## src/rtl/issue_pkg.sv

```systemverilog
// Shared definitions for the SIMD issue stage.
// Assumes: the two-bit class code comes straight from the decoder.
package issue_pkg;
    typedef enum logic [1:0] {
        OP_OTHER = 2'b00,
        OP_SP    = 2'b01,
        OP_DP    = 2'b10,
        OP_RSVD  = 2'b11
    } op_class_e;
endpackage

```

## src/rtl/issue_gap_timer.sv

```systemverilog
// Issue bubble timer: after a load, holds 'open' low for GAP cycles.
// Assumes: load only on an accepted double-precision op (never while closed).
module issue_gap_timer #(
    parameter int GAP   = 6,
    parameter int GAP_W = 3
) (
    input  logic clk,
    input  logic rst_n,
    input  logic load,
    output logic open
);
    logic [GAP_W-1:0] cnt;

    // Count down the remaining bubble cycles.
    always_ff @(posedge clk) begin
        if (!rst_n)          cnt <= '0;
        else if (load)       cnt <= GAP_W'(GAP);
        else if (cnt != '0)  cnt <= cnt - 1'b1;
    end

    assign open = (cnt == '0);


    gap_hold_chk: assert property (@(posedge clk) disable iff (!rst_n)
        (load && (GAP != 0)) |=> !open);
endmodule

```

## src/rtl/issue_wb_sched.sv

```systemverilog
// Writeback slot scheduler: a shift register of future writeback cycles.
// An op is placed in the first free slot at or after its latency, so an
// older op keeps its cycle and a younger one slips later. Slot 0 is the
// result retiring in the current cycle. The module also reports source
// hazards against any entry that has not reached slot 0.
// Assumes: ins_en only when room is high; ins_lat < DEPTH.
module issue_wb_sched #(
    parameter int TAG_W = 5,
    parameter int DEPTH = 18,
    parameter int IDX_W = 5
) (
    input  logic             clk,
    input  logic             rst_n,
    input  logic             ins_en,
    input  logic [IDX_W-1:0] ins_lat,
    input  logic [TAG_W-1:0] ins_tag,
    input  logic [TAG_W-1:0] chk_a,
    input  logic [TAG_W-1:0] chk_b,
    output logic             haz,
    output logic             room,
    output logic             wb_valid,
    output logic [TAG_W-1:0] wb_tag
);
    logic [DEPTH-1:0] slot_v;
    logic [TAG_W-1:0] slot_tag [DEPTH];
    logic [DEPTH-1:0] shift_v;
    logic [TAG_W-1:0] shift_tag [DEPTH];
    logic [IDX_W-1:0] pos;

    genvar g;
    generate
        for (g = 0; g < DEPTH; g++) begin : g_slot
            if (g < DEPTH - 1) begin : g_mid
                assign shift_v[g]   = slot_v[g+1];
                assign shift_tag[g] = slot_tag[g+1];
            end else begin : g_top
                assign shift_v[g]   = 1'b0;
                assign shift_tag[g] = '0;
            end
            // Advance one slot per cycle, or take the newly issued op.
            always_ff @(posedge clk) begin
                if (!rst_n) begin
                    slot_v[g]   <= 1'b0;
                    slot_tag[g] <= '0;
                end else if (ins_en && pos == IDX_W'(g)) begin
                    slot_v[g]   <= 1'b1;
                    slot_tag[g] <= ins_tag;
                end else begin
                    slot_v[g]   <= shift_v[g];
                    slot_tag[g] <= shift_tag[g];
                end
            end
        end
    endgenerate

    // Find the earliest free slot at or after the requested latency.
    always_comb begin
        room = 1'b0;
        pos  = '0;
        for (int i = DEPTH - 1; i >= 0; i--) begin
            if (i >= int'(ins_lat) && !shift_v[i]) begin
                room = 1'b1;
                pos  = IDX_W'(i);
            end
        end
    end

    // Flag a source that matches a result not yet at writeback.
    always_comb begin
        haz = 1'b0;
        for (int i = 1; i < DEPTH; i++) begin
            if (slot_v[i] && (slot_tag[i] == chk_a || slot_tag[i] == chk_b))
                haz = 1'b1;
        end
    end

    assign wb_valid = slot_v[0];
    assign wb_tag   = slot_tag[0];


    occ_step_chk: assert property (@(posedge clk) disable iff (!rst_n)
        $countones(slot_v) <= $past($countones(slot_v)) + 1);


    ins_lands_chk: assert property (@(posedge clk) disable iff (!rst_n)
        ins_en |=> (slot_v != '0));
endmodule

```

## src/rtl/simd_issue_stage.sv

```systemverilog
// In-order single-issue stage feeding a single-precision and a
// double-precision FMA pipeline. It holds issue during the bubble after a
// double-precision op, on a source hazard, or when no writeback slot is
// free. It reports issue strobes and writeback tokens.
// Assumes: upstream holds in_valid and the fields steady while in_ready is low.
module simd_issue_stage #(
    parameter int TAG_W      = 5,
    parameter int LAT_SP     = 6,
    parameter int LAT_DP     = 13,
    parameter int LAT_OT     = 2,
    parameter int DP_BUBBLE  = 6,
    parameter bit RELAXED_DP = 1'b0,
    parameter int SLACK      = 4
) (
    input  logic             clk,
    input  logic             rst_n,
    input  logic             in_valid,
    output logic             in_ready,
    input  logic [1:0]       in_class,
    input  logic [TAG_W-1:0] in_dst,
    input  logic [TAG_W-1:0] in_src_a,
    input  logic [TAG_W-1:0] in_src_b,
    output logic             iss_sp,
    output logic             iss_dp,
    output logic             iss_ot,
    output logic [TAG_W-1:0] iss_tag,
    output logic             wb_valid,
    output logic [TAG_W-1:0] wb_tag
);
    import issue_pkg::*;

    localparam int DEPTH = LAT_DP + SLACK + 1;
    localparam int IDX_W = $clog2(DEPTH);
    localparam int GAP   = RELAXED_DP ? 1 : DP_BUBBLE;
    localparam int GAP_W = (GAP < 1) ? 1 : $clog2(GAP + 1);

    op_class_e        cls;
    logic [IDX_W-1:0] lat;
    logic             fire, gap_open, haz, room;

    assign cls = op_class_e'(in_class);

    // Pick the writeback latency for the incoming class.
    always_comb begin
        unique case (cls)
            OP_SP:   lat = IDX_W'(LAT_SP);
            OP_DP:   lat = IDX_W'(LAT_DP);
            default: lat = IDX_W'(LAT_OT);
        endcase
    end

    assign in_ready = gap_open && !haz && room;
    assign fire     = in_valid && in_ready;

    issue_gap_timer #(.GAP(GAP), .GAP_W(GAP_W)) u_gap (
        .clk  (clk),
        .rst_n(rst_n),
        .load (fire && cls == OP_DP),
        .open (gap_open)
    );

    issue_wb_sched #(.TAG_W(TAG_W), .DEPTH(DEPTH), .IDX_W(IDX_W)) u_sched (
        .clk     (clk),
        .rst_n   (rst_n),
        .ins_en  (fire),
        .ins_lat (lat),
        .ins_tag (in_dst),
        .chk_a   (in_src_a),
        .chk_b   (in_src_b),
        .haz     (haz),
        .room    (room),
        .wb_valid(wb_valid),
        .wb_tag  (wb_tag)
    );

    // Register the one-cycle issue strobes for the accepted op.
    always_ff @(posedge clk) begin
        if (!rst_n) begin
            iss_sp  <= 1'b0;
            iss_dp  <= 1'b0;
            iss_ot  <= 1'b0;
            iss_tag <= '0;
        end else begin
            iss_sp  <= fire && cls == OP_SP;
            iss_dp  <= fire && cls == OP_DP;
            iss_ot  <= fire && (cls == OP_OTHER || cls == OP_RSVD);
            iss_tag <= fire ? in_dst : iss_tag;
        end
    end


    iss_onehot_chk: assert property (@(posedge clk) disable iff (!rst_n)
        $onehot0({iss_sp, iss_dp, iss_ot}));


    hold_stable_chk: assert property (@(posedge clk) disable iff (!rst_n)
        (in_valid && !in_ready) |=>
            (in_valid && $stable({in_class, in_dst, in_src_a, in_src_b})));


    dp_space_chk: assert property (@(posedge clk) disable iff (!rst_n)
        iss_dp |=> (!iss_dp && (RELAXED_DP || !(iss_sp || iss_ot))));
endmodule

```

## config.mk

```make
export PLATFORM = sky130hd
export DESIGN_NAME = simd_issue_stage
export DESIGN_NICKNAME = d
export VERILOG_FILES = /design/src/rtl/issue_pkg.sv /design/src/rtl/issue_gap_timer.sv /design/src/rtl/issue_wb_sched.sv /design/src/rtl/simd_issue_stage.sv
export SDC_FILE = /design/constraint.sdc
export NUM_CORES = 1
export LEC_CHECK = 0
export ABC_AREA = 1
export CORE_MARGIN = 2
export CORE_UTILIZATION = 56
export DETAILED_ROUTE_END_ITERATION = 8
export PLACE_DENSITY = 0.78
export SKIP_LAST_GASP = 1
export SYNTH_ARGS = -nofsm -noshare
export SYNTH_HDL_FRONTEND = slang
export SYNTH_SLANG_ARGS = --single-unit
```

## constraint.sdc

```tcl
create_clock -name clk -period 2.17 [get_ports clk]
set_input_delay 0.217 -clock clk [delete_from_list [all_inputs] [get_ports clk]]
set_output_delay 0.217 -clock clk [all_outputs]
set_load 0.01 [all_outputs]
```

==> flow_summary.ini <==
[finish]
antenna_cells = 0
layout-drive-gt1-share_pct = 26.4
area_growth_pct = 43.5
nNetsFinal = 1457
design_area_sq_mm = 0.0120

[die]
die_area_sq_mm = 0.0159
dieWidth_microns = 126
die_y_microns = 126
core_sq_mm = 0.0145
io_pins = 35
core.rowCount = 44
start_util_pct = 57.4

[place]
hpwl_mm = 19.2
io_buffers = 34
placed_area_sq_mm = 0.0103
gp_congestion = 1.03

[global_route]
grt_max_degree = 85
grtUsageTotal_pct = 38.5
antenna_found_initial = 0
first_global_vias = 9019
globalRouteOverflowTotal = 0
grt_pass1_wl_mm = 46.6

[synth]
synthArstFlopShare_pct = 0
syn_area_sq_mm = 0.00834
ys_seq_area_share_pct = 39.4
syn_inst = 1140
synth_edf_count = 90
yosys_warnings = 0
yosysTopAreaCellShare_pct = 32.4
synth_area_leaders = edfxtp_1, nand2_1, nand3_1
syn_avg_cell_area_sq_um = 7.31
synth_flop_cell = edfxtp_1
synth_seq_cells = 119
yosysTopAreaCell = edfxtp_1
synth_cell_types = 36

[sta]
rsz0062_at_grt = yes
timing.final.ws_setup_ns = -1.08
max_freq_mhz = 307
fin_tns_setup_ns = -103.92
slew_headroom_pct = 32.6
hold_viol_final = 0
finalMaxSlewViolations = 0
finalSetupViolCount = 120
tightest_slew_ns = 1.01
finClkSkew_ns = 0.0141
min_period_ns = 3.25
fin_crit_sh_pct = 150

[detailed_routing]
viasPerCell = 5.97
drc = 0
vias = 9729
drt_wl_total_mm = 34.6
drtAntennaViolNets = 0
drtIter0Drc = 1399
drt_pre_antenna_iters = 6
post_drt_wl_per_cell_microns = 21.2

[clock_network]
clk_latency_ns = 0.45
path_clk_slew_ns = 0.06
cts_root_buf = clkbuf_16
clk_path_buf_depth = 2
cts_tree = yes
cts_buffers = 17
cts.sinks = 119
h-tree-depth = 4
hold_buffers = 0

[flow_run]
maxCapViolCount = 0

[min_path]
hold_class = in -> reg
hold_depth = 3

[critical_path]
timing_worst_setup_path_type = reg -> reg
start_kind = flop
cp-end-kind = flop
cp_max_fo = 6
regToRegSetupSlack_ns = -1.08
crit_arrival_ns = 3.40
worstRegToRegCells = 17
crit_required_ns = 2.32

[pwr]
ir_drop_mv = 0.542
p_leak_uw = 0.00587
power.density_mw_per_mm2 = 728

[outcome]
failed_checks = setup timing
outcome = complete, but fails checks
==> final cells by class <==
cell class	count	area, sq um
clock buffers	17	425
well taps	184	230
inverters	115	444
multi-input cells	943	5120
repair buffers	236	2220
fillers	828	2570
clock inverters	15	248
flip-flops and latches	119	3280
==> worst paths after layout <==
kind                           from                endpoint
max          u_sched.slot_tag[8][3]  u_sched.slot_tag[8][1]
min reg2reg     u_sched.shift_v[13]     u_sched.shift_v[12]
max reg2reg  u_sched.slot_tag[8][3]  u_sched.slot_tag[8][1]
min                           rst_n                  iss_sp
==> where the power goes <==
| part | leakage [uW] | total, uW | switching, uW | internal [uW] |
|---|---|---|---|---|
| combinational | 0.00439 | 2530 | 1460 | 1070 |
| sequential | 0.00116 | 2830 | 175 | 2660 |
| clock | 0.000320 | 3350 | 1190 | 2160 |
| total | 0.00587 | 8710 | 2820 | 5890 |
==> cell usage in the layout, fill, tap and decap left out, types with 4 or more instances in the layout <==
master / netlist / final
nand2_2: 9 / 29
xnor2_1: 36 / 36
bufinv_16: 0 / 6
nor3_2: 0 / 5
inv_4: 0 / 5
o21ai_1: 26 / 19
o22ai_1: 5 / 5
buf_4: 11 / 153
o21ai_0: 14 / 6
a21oi_2: 1 / 8
nor2_1: 92 / 82
edfxtp_1: 90 / 90
nand3_2: 3 / 20
a21oi_1: 22 / 15
nand3_4: 2 / 6
nand2_8: 0 / 5
nand2_4: 2 / 9
nand4_1: 32 / 32
nand2_1: 381 / 349
dfxtp_1: 29 / 29
clkdlybuf4s50_1: 0 / 26
buf_6: 12 / 28
dlygate4sd2_1: 0 / 5
o21ai_2: 0 / 15
buf_8: 2 / 4
inv_1: 97 / 94
ha_1: 5 / 4
nor2_2: 7 / 9
buf_12: 0 / 17
nor2_4: 4 / 12
clkbuf_16: 0 / 17
xor2_1: 57 / 56
inv_2: 15 / 14
conb_1: 1 / 90
nand3_1: 140 / 119
==> logic make-up (layout without fill, tap and decap cells) <==
| logic type | after synthesis | after routing | share of synthesized area (%) |
|---|---|---|---|
| XOR/XNOR | 93 | 93 | 9.77 |
| AO/OA/AOI/OAI | 71 | 71 | 4.46 |
| buffers and inverters | 167 | 383 | 9.41 |
| flip-flops | 119 | 119 | 39.4 |
| other | 1 | 90 | 0.0450 |
| AND/OR/NAND/NOR | 684 | 684 | 36.2 |
| adder cells (fa/ha/maj) | 5 | 5 | 0.750 |
==> critical path, cell delays in order (launching register included) <==
cell and delay (ns):
edfxtp_1 0.50, xor2_1 0.27, nor2_1 0.12, nand3_1 0.21
nand2_1 0.25, nand2_1 0.13, nand2_1 0.09, inv_2 0.06
nand2_2 0.06, nor2_4 0.10, buf_4 0.11, buf_4 0.10
buf_4 0.10, nand4_1 0.16, nor2_4 0.30, nand3_4 0.20
nand2_2 0.12, a21oi_2 0.07
==> timing repair <==
| item | 4_1_cts | 5_1_grt |
|---|---|---|
| gates cloned | 1 | 0 |
| endpoints found under the hold margin | 0 | 0 |
| pin swaps | 25 | 43 |
| setup buffers | 20 | 15 |
| endpoints found under the setup margin | 113 | 120 |
| gates resized for setup | 86 | 97 |
==> flip-flops by register name, summed over array words and instances, names as in the netlist <==
register          count
iss_tag               5
iss_sp                1
u_sched.slot_tag     90
u_sched.wb_valid      1
u_sched.shift_v      17
u_gap.cnt             3
iss_ot                1
iss_dp                1
==> cell usage after synthesis, types with 12 or more instances <==
cell type / instances
nor2_1: 92
nand3_1: 140
inv_2: 15
clkbuf_1: 16
o21ai_1: 26
xnor2_1: 36
nand4_1: 32
a21oi_1: 22
xor2_1: 57
inv_1: 97
buf_6: 12
o21ai_0: 14
edfxtp_1: 90
nand2_1: 381
dfxtp_1: 29
==> stage by stage <==
stage	total power (uW)	std cells	setup WS, ns	util, %	hold slack [ns]
3_3_place_gp	4770	1562	-0.861	71.0	0.467
4_1_cts	8280	1614	-0.394	79.1	0.259
2_1_floorplan	3930	1229	0.00577	-	0.424
6_report	8710	1629	-1.08	82.3	0.294
3_5_place_dp	4820	1562	-0.912	71.0	0.488
5_1_grt	8930	1629	-1.16	82.3	0.305
==> layer usage <==
layer  up-vias  GRT usage (%)  part of all wire (%)
li1       4173              -                     -
met1      4438           45.5                    33
met2       822           62.9                    45
met3       296           9.64                    13
met4         0           24.2                   8.9
met5         -              0                     0
No activity file was read; power rests on OpenSTA's default activity.
